`src/rtl/pit_pkg.sv`:
```
package pit_pkg;
  typedef enum logic {
    PIT_RATE   = 1'b0,
    PIT_SQUARE = 1'b1
  } pit_mode_e;
endpackage

```
`src/rtl/pit_cfg_hold.sv`:
```
// Holds the count/mode written by software and the set that is in use.
module pit_cfg_hold
  import pit_pkg::*;
#(
  parameter int CW = 16
) (
  input  logic          clk,
  input  logic          rst_n,
  input  logic          wr_en,
  input  logic [CW-1:0] wr_data,
  input  pit_mode_e     wr_mode,
  input  logic          take,
  output logic          pend,
  output logic [CW-1:0] use_val,
  output pit_mode_e     use_mode
);
  logic [CW-1:0] nxt_val, act_val;
  pit_mode_e     nxt_mode, act_mode;

  always_ff @(posedge clk or negedge rst_n) begin
    if (!rst_n) begin
      nxt_val  <= '0;
      act_val  <= '0;
      nxt_mode <= PIT_RATE;
      act_mode <= PIT_RATE;
      pend     <= 1'b0;
    end else begin
      if (take && pend) begin
        act_val  <= nxt_val;
        act_mode <= nxt_mode;
      end
      if (wr_en) begin
        nxt_val  <= wr_data;
        nxt_mode <= wr_mode;
      end
      pend <= wr_en ? 1'b1 : (take ? 1'b0 : pend);
    end
  end

  // A waiting write wins over the set in use at the next boundary
  assign use_val  = pend ? nxt_val  : act_val;
  assign use_mode = pend ? nxt_mode : act_mode;
endmodule

```
`src/rtl/pit_reload_calc.sv`:
```
// Computes the value and output level to apply at a load or reload.
module pit_reload_calc
  import pit_pkg::*;
#(
  parameter int CW = 16,
  localparam int CNTW = CW + 1
) (
  input  logic [CW-1:0]   val,
  input  pit_mode_e       mode,
  input  logic            out_now,
  output logic [CNTW-1:0] rl_cnt,
  output logic            rl_out
);
  logic [CNTW-1:0] full, hi_span, lo_span;
  logic            go_low;

  always_comb begin
    full    = (val == '0) ? (CNTW'(1) << CW) : {1'b0, val};
    hi_span = full + CNTW'(full[0]);
    lo_span = full - CNTW'(full[0]);
    go_low  = out_now && (lo_span != '0);
    if (mode == PIT_RATE) begin
      rl_cnt = full;
      rl_out = 1'b1;
    end else begin
      rl_cnt = go_low ? lo_span : hi_span;
      rl_out = !go_low;
    end
  end
endmodule

```
`src/rtl/pit_count_core.sv`:
```
// The down counter, output level and reload strobe.
module pit_count_core
  import pit_pkg::*;
#(
  parameter int CW = 16,
  localparam int CNTW = CW + 1
) (
  input  logic            clk,
  input  logic            rst_n,
  input  logic            tick,
  input  logic            pend,
  input  pit_mode_e       use_mode,
  input  logic [CNTW-1:0] rl_cnt,
  input  logic            rl_out,
  output logic            take,
  output logic            armed,
  output logic            out_q,
  output logic            pulse_q
);
  logic [CNTW-1:0] cnt;
  pit_mode_e       run_mode;
  logic            hit;

  assign hit  = (run_mode == PIT_RATE) ? (cnt == CNTW'(1)) : (cnt == CNTW'(2));
  assign take = tick && (armed ? hit : pend);

  always_ff @(posedge clk or negedge rst_n) begin
    if (!rst_n) begin
      cnt      <= '0;
      run_mode <= PIT_RATE;
      armed    <= 1'b0;
      out_q    <= 1'b1;
      pulse_q  <= 1'b0;
    end else begin
      pulse_q <= take;
      if (take) begin
        cnt      <= rl_cnt;
        out_q    <= rl_out;
        run_mode <= use_mode;
        armed    <= 1'b1;
      end else if (tick && armed) begin
        if (run_mode == PIT_RATE) begin
          cnt   <= cnt - CNTW'(1);
          out_q <= (cnt != CNTW'(2));
        end else begin
          cnt <= cnt - CNTW'(2);
        end
      end
    end
  end

  AST_SQUARE_EVEN: assert property (@(posedge clk) disable iff (!rst_n)
    (armed && run_mode == PIT_SQUARE) |-> !cnt[0]);
  AST_RATE_LOW_ONE: assert property (@(posedge clk) disable iff (!rst_n)
    (tick && armed && run_mode == PIT_RATE && !out_q) |=> out_q);
endmodule

```
`src/rtl/pit_channel.sv`:
```
module pit_channel
  import pit_pkg::*;
#(
  parameter int CW = 16,
  localparam int CNTW = CW + 1
) (
  input  logic          clk,
  input  logic          rst_n,
  input  logic          tick,
  input  logic          wr_en,
  input  logic [CW-1:0] wr_data,
  input  logic          wr_mode,
  output logic          out,
  output logic          reload_pulse
);
  logic            take, pend, armed, out_q, pulse_q, rl_out;
  logic [CW-1:0]   use_val;
  pit_mode_e       use_mode;
  logic [CNTW-1:0] rl_cnt;

  pit_cfg_hold #(.CW(CW)) u_cfg (
    .clk(clk), .rst_n(rst_n), .wr_en(wr_en), .wr_data(wr_data),
    .wr_mode(pit_mode_e'(wr_mode)), .take(take), .pend(pend),
    .use_val(use_val), .use_mode(use_mode)
  );

  pit_reload_calc #(.CW(CW)) u_calc (
    .val(use_val), .mode(use_mode), .out_now(armed && out_q),
    .rl_cnt(rl_cnt), .rl_out(rl_out)
  );

  pit_count_core #(.CW(CW)) u_core (
    .clk(clk), .rst_n(rst_n), .tick(tick), .pend(pend), .use_mode(use_mode),
    .rl_cnt(rl_cnt), .rl_out(rl_out), .take(take), .armed(armed),
    .out_q(out_q), .pulse_q(pulse_q)
  );

  assign out          = out_q;
  assign reload_pulse = pulse_q;

  AST_PULSE_FROM_TICK: assert property (@(posedge clk) disable iff (!rst_n)
    reload_pulse |-> $past(tick));
  AST_QUIET_NO_TICK: assert property (@(posedge clk) disable iff (!rst_n)
    !tick |=> ($stable(out) && !reload_pulse));
  AST_NO_LOAD_ON_WRITE: assert property (@(posedge clk) disable iff (!rst_n)
    (wr_en && !pend && !armed) |=> !reload_pulse);
endmodule

```
`config.mk`:
```
export PLATFORM = sky130hd
export DESIGN_NAME = pit_channel
export DESIGN_NICKNAME = d
export VERILOG_FILES = /design/src/rtl/pit_pkg.sv /design/src/rtl/pit_cfg_hold.sv /design/src/rtl/pit_reload_calc.sv /design/src/rtl/pit_count_core.sv /design/src/rtl/pit_channel.sv
export SDC_FILE = /design/constraint.sdc
export NUM_CORES = 1
export LEC_CHECK = 0
export BUFFER_PORTS_ARGS = -buffer_cell sky130_fd_sc_hd__buf_2
export CAP_MARGIN = 40
export CORE_MARGIN = 3
export CORE_UTILIZATION = 61
export CTS_BUF_LIST = sky130_fd_sc_hd__clkbuf_8 sky130_fd_sc_hd__clkbuf_16
export DETAILED_ROUTE_END_ITERATION = 6
export HOLD_SLACK_MARGIN = 0.12
export PLACE_DENSITY = 0.88
export SETUP_SLACK_MARGIN = 0.05
export SYNTH_ARGS = -nofsm -noshare
export SYNTH_HDL_FRONTEND = slang
export SYNTH_HIERARCHICAL = 1
export SYNTH_SLANG_ARGS = --single-unit
export TNS_END_PERCENT = 5
```
`constraint.sdc`:
```
create_clock -name clk -period 3.71 [get_ports clk]
set_input_delay 0.1855 -clock clk [delete_from_list [all_inputs] [get_ports clk]]
set_output_delay 0.1855 -clock clk [all_outputs]
set_load 0.02 [all_outputs]
```
==> flow_summary.json <==
{
  "drt_iter0_drc": 210,
  "rsz0062_at_grt": "false",
  "core_mm2": 0.005608,
  "nets": 394,
  "cp_data_required_time_ns": 3.96,
  "seq_area_frac_synth_pct": 38.96,
  "die_y_um": 82.82,
  "wl_per_cell_um": 18.58,
  "overflow": 0,
  "cts-htree-levels": 2,
  "ys.flop_type": "dfrtp_1",
  "ioPinCount": 23,
  "clock.fmax_mhz": 304.6,
  "track_usage_pct": 24.93,
  "cts-buffers-inserted": 5,
  "detail_route.vias_per_cell": 6.399,
  "synth_edf_count": 0,
  "synth_common_cells": "dfrtp_1 (55), mux2_2 (42), nand2_1 (24), nand3_1 (16)",
  "crit_start": "u_cfg/pend$_DFFE_PN0P_",
  "start_util_pct": 64.19,
  "antenna_cells": 0,
  "clk_latency_ns": 0.31,
  "finalWirelength_mm": 8.155,
  "synthMostInstantiatedCell": "dfrtp_1",
  "dp_hpwl_mm": 5.812,
  "grt_pass1_vias": 2822,
  "synthTopCellsByArea": "dfrtp_1 (38%), mux2_2 (13%), mux2_4 (4.2%)",
  "start_kind": "flip-flop",
  "worst-slew-pin-transition_ns": 0.8498,
  "fin_worst_skew_ns": 0.005765,
  "clk_pin_slew_ns": 0.10,
  "areaGrowthSynthToFinish_pct": 10.29,
  "drive_above_1_share_pct": 28.07,
  "worstPathMaxFanout": 16,
  "clock_sinks": 56,
  "p_leak_uw": 0.001699,
  "path_class": "reg -> reg",
  "hold_viol": 0,
  "power_density_mw_per_mm2": 402.1,
  "ant_nets": 0,
  "fin_crit_ns": 3.283,
  "clk_path_buf_depth": 2,
  "antenna_found_initial": 0,
  "dieArea_mm2": 0.006859,
  "grt_max_degree": 31,
  "min-delay-start": "wr_en",
  "rows": 27,
  "finalCritPeriodShare_pct": 88.49,
  "arrival_ns": 3.53,
  "synth-seq-cells": 56,
  "via_count": 2809,
  "port_buffers": 22,
  "async_flop_share_pct": 100.0,
  "worst_setup_path_end_kind": "flip-flop",
  "grt_pass1_wl_mm": 14.06,
  "cts_root_buffer": "clkbuf_8",
  "r2r_start": "u_cfg/pend$_DFFE_PN0P_",
  "ys_types": 61,
  "slew-limit-headroom_pct": 43.35,
  "drc": 0,
  "place.gp.congestion": 0.9066,
  "synthCells": 330,
  "cts_tree": "done",
  "hp-class": "in -> reg",
  "cap_violations": 0,
  "tns_ns": 0,
  "total_power_uw": 1596,
  "fillers": 426,
  "status": "completed",
  "synth_area_leader_cell": "dfrtp_1",
  "syn_nets": 358,
  "vdd_drop_max_v": 0.0003516,
  "postCtsSetupRepairBufs": 0,
  "yosysTopAreaCellShare_pct": 38.23,
  "drv_slew": 0,
  "die_w_um": 82.82,
  "drtPass1Iterations": 5,
  "setup_violations": 0,
  "yosysWarnings": 6,
  "synth_area_mm2": 0.003600,
  "syn_avg_cell_area_um2": 10.91
}
timing repair:
item,4_1_cts,5_1_grt
hold endpoints to repair,43,0
endpoints found under the setup margin,0,0
resized for setup,0,0
hold buffers,18,0
final cells by class:
cell class / instances / area (um^2) / share of cell area (%)
Clock buffer: 6 / 82.58 / 2.080
Clock inverter: 2 / 11.26 / 0.2836
Inverter: 11 / 41.29 / 1.040
Multi-Input combinational cell: 245 / 1999 / 50.36
Sequential cell: 56 / 1403 / 35.33
Tap cell: 72 / 90.09 / 2.269
Timing Repair Buffer: 47 / 342.8 / 8.635
logic make-up after synthesis:
logic type	synth area share, %
AND/OR/NAND/NOR	20.33
multiplexers	19.26
flip-flops	38.96
AO/OA/AOI/OAI	9.871
buffers and inverters	5.492
XOR/XNOR	3.650
adder cells (fa/ha/maj)	2.433
where the power goes:
part	switching [uW]	internal [uW]
registers	105	702
logic	232	211
clock network	197	150
total	533	1060
metrics by stage:
stage | std cells | util, % | cell area [um^2] | hold WS [ns] | worst slack (ns)
after global placement | 413 | 65.91 | 3696 | 0.2341 | 0.5200
after CTS | 439 | 70.79 | 3970 | 0.3483 | 0.4340
final | 439 | 70.79 | 3970 | 0.3517 | 0.4270
after floorplan | 330 | - | 3600 | -0.1101 | 0.6137
after global routing | 439 | 70.79 | 3970 | 0.3684 | 0.2185
after detailed placement | 413 | 65.91 | 3696 | 0.2444 | 0.4669
layer usage:
layer  global-route usage [%]  vias to the layer above  routed length, um
met4                    6.686                        0                 65
met3                    3.671                        8                462
met1                    33.38                     1371               3514
li1                         -                     1305                  -
met2                    42.35                      125               4114
met5                        0                        -                  0
sequential cells by signal, indices dropped and copies added (netlist names):
name and count:
u_cfg/pend 1, u_core/armed 1, u_core/pulse_q 1, u_core/out_q 1
u_core/run_mode 1, u_cfg/nxt_mode 1, u_cfg/nxt_val 16, u_core/cnt 17
u_cfg/act_mode 1, u_cfg/act_val 16
worst max-delay path: stages (launching register included):
cell and delay, ns:
dfrtp_1 0.35, buf_4 0.24, mux2_2 0.40, or4_1 0.57, o41a_1 0.58, buf_4 0.24
nor4_4 0.28, xor2_1 0.24, nand2_1 0.08, a2bb2oi_1 0.15, nand3_1 0.08
worst paths after layout:
| check | endpoint | slack, ns | depth (start not counted) |
|---|---|---|---|
| worst max-delay path | u_core/cnt[15]$_DFFE_PN0P_ | 0.43 | 10 |
| worst min-delay path | u_cfg/pend$_DFFE_PN0P_ | 0.35 | 2 |
| worst max register to register | u_core/cnt[15]$_DFFE_PN0P_ | 0.43 | 10 |
| worst min register to register | u_core/out_q$_DFFE_PN1P_ | 0.50 | 2 |
| max in group asynchronous | u_core/out_q$_DFFE_PN1P_ | 2.45 | 3 |
| min in group asynchronous | u_cfg/nxt_val[10]$_DFFE_PN0P_ | 0.42 | 2 |
cells in the final DEF (no fill, tap or decap), drive strengths merged, types with 4 or more instances in the layout:
cell,synthesis,final
dfrtp,55,55
mux2,52,52
buf,13,29
nand2,25,25
dlygate4sd3,0,18
nor4,17,17
nand3,16,16
o21ai,14,14
inv,11,12
xor2,12,12
nor3,10,10
nor2,9,9
or4,7,7
ha,7,7
mux2i,7,7
nand4,7,7
clkbuf,5,6
a2bb2oi,5,5
nand2b,4,4
a21oi,4,4
Note: power is estimated with default switching activity, not from simulation.
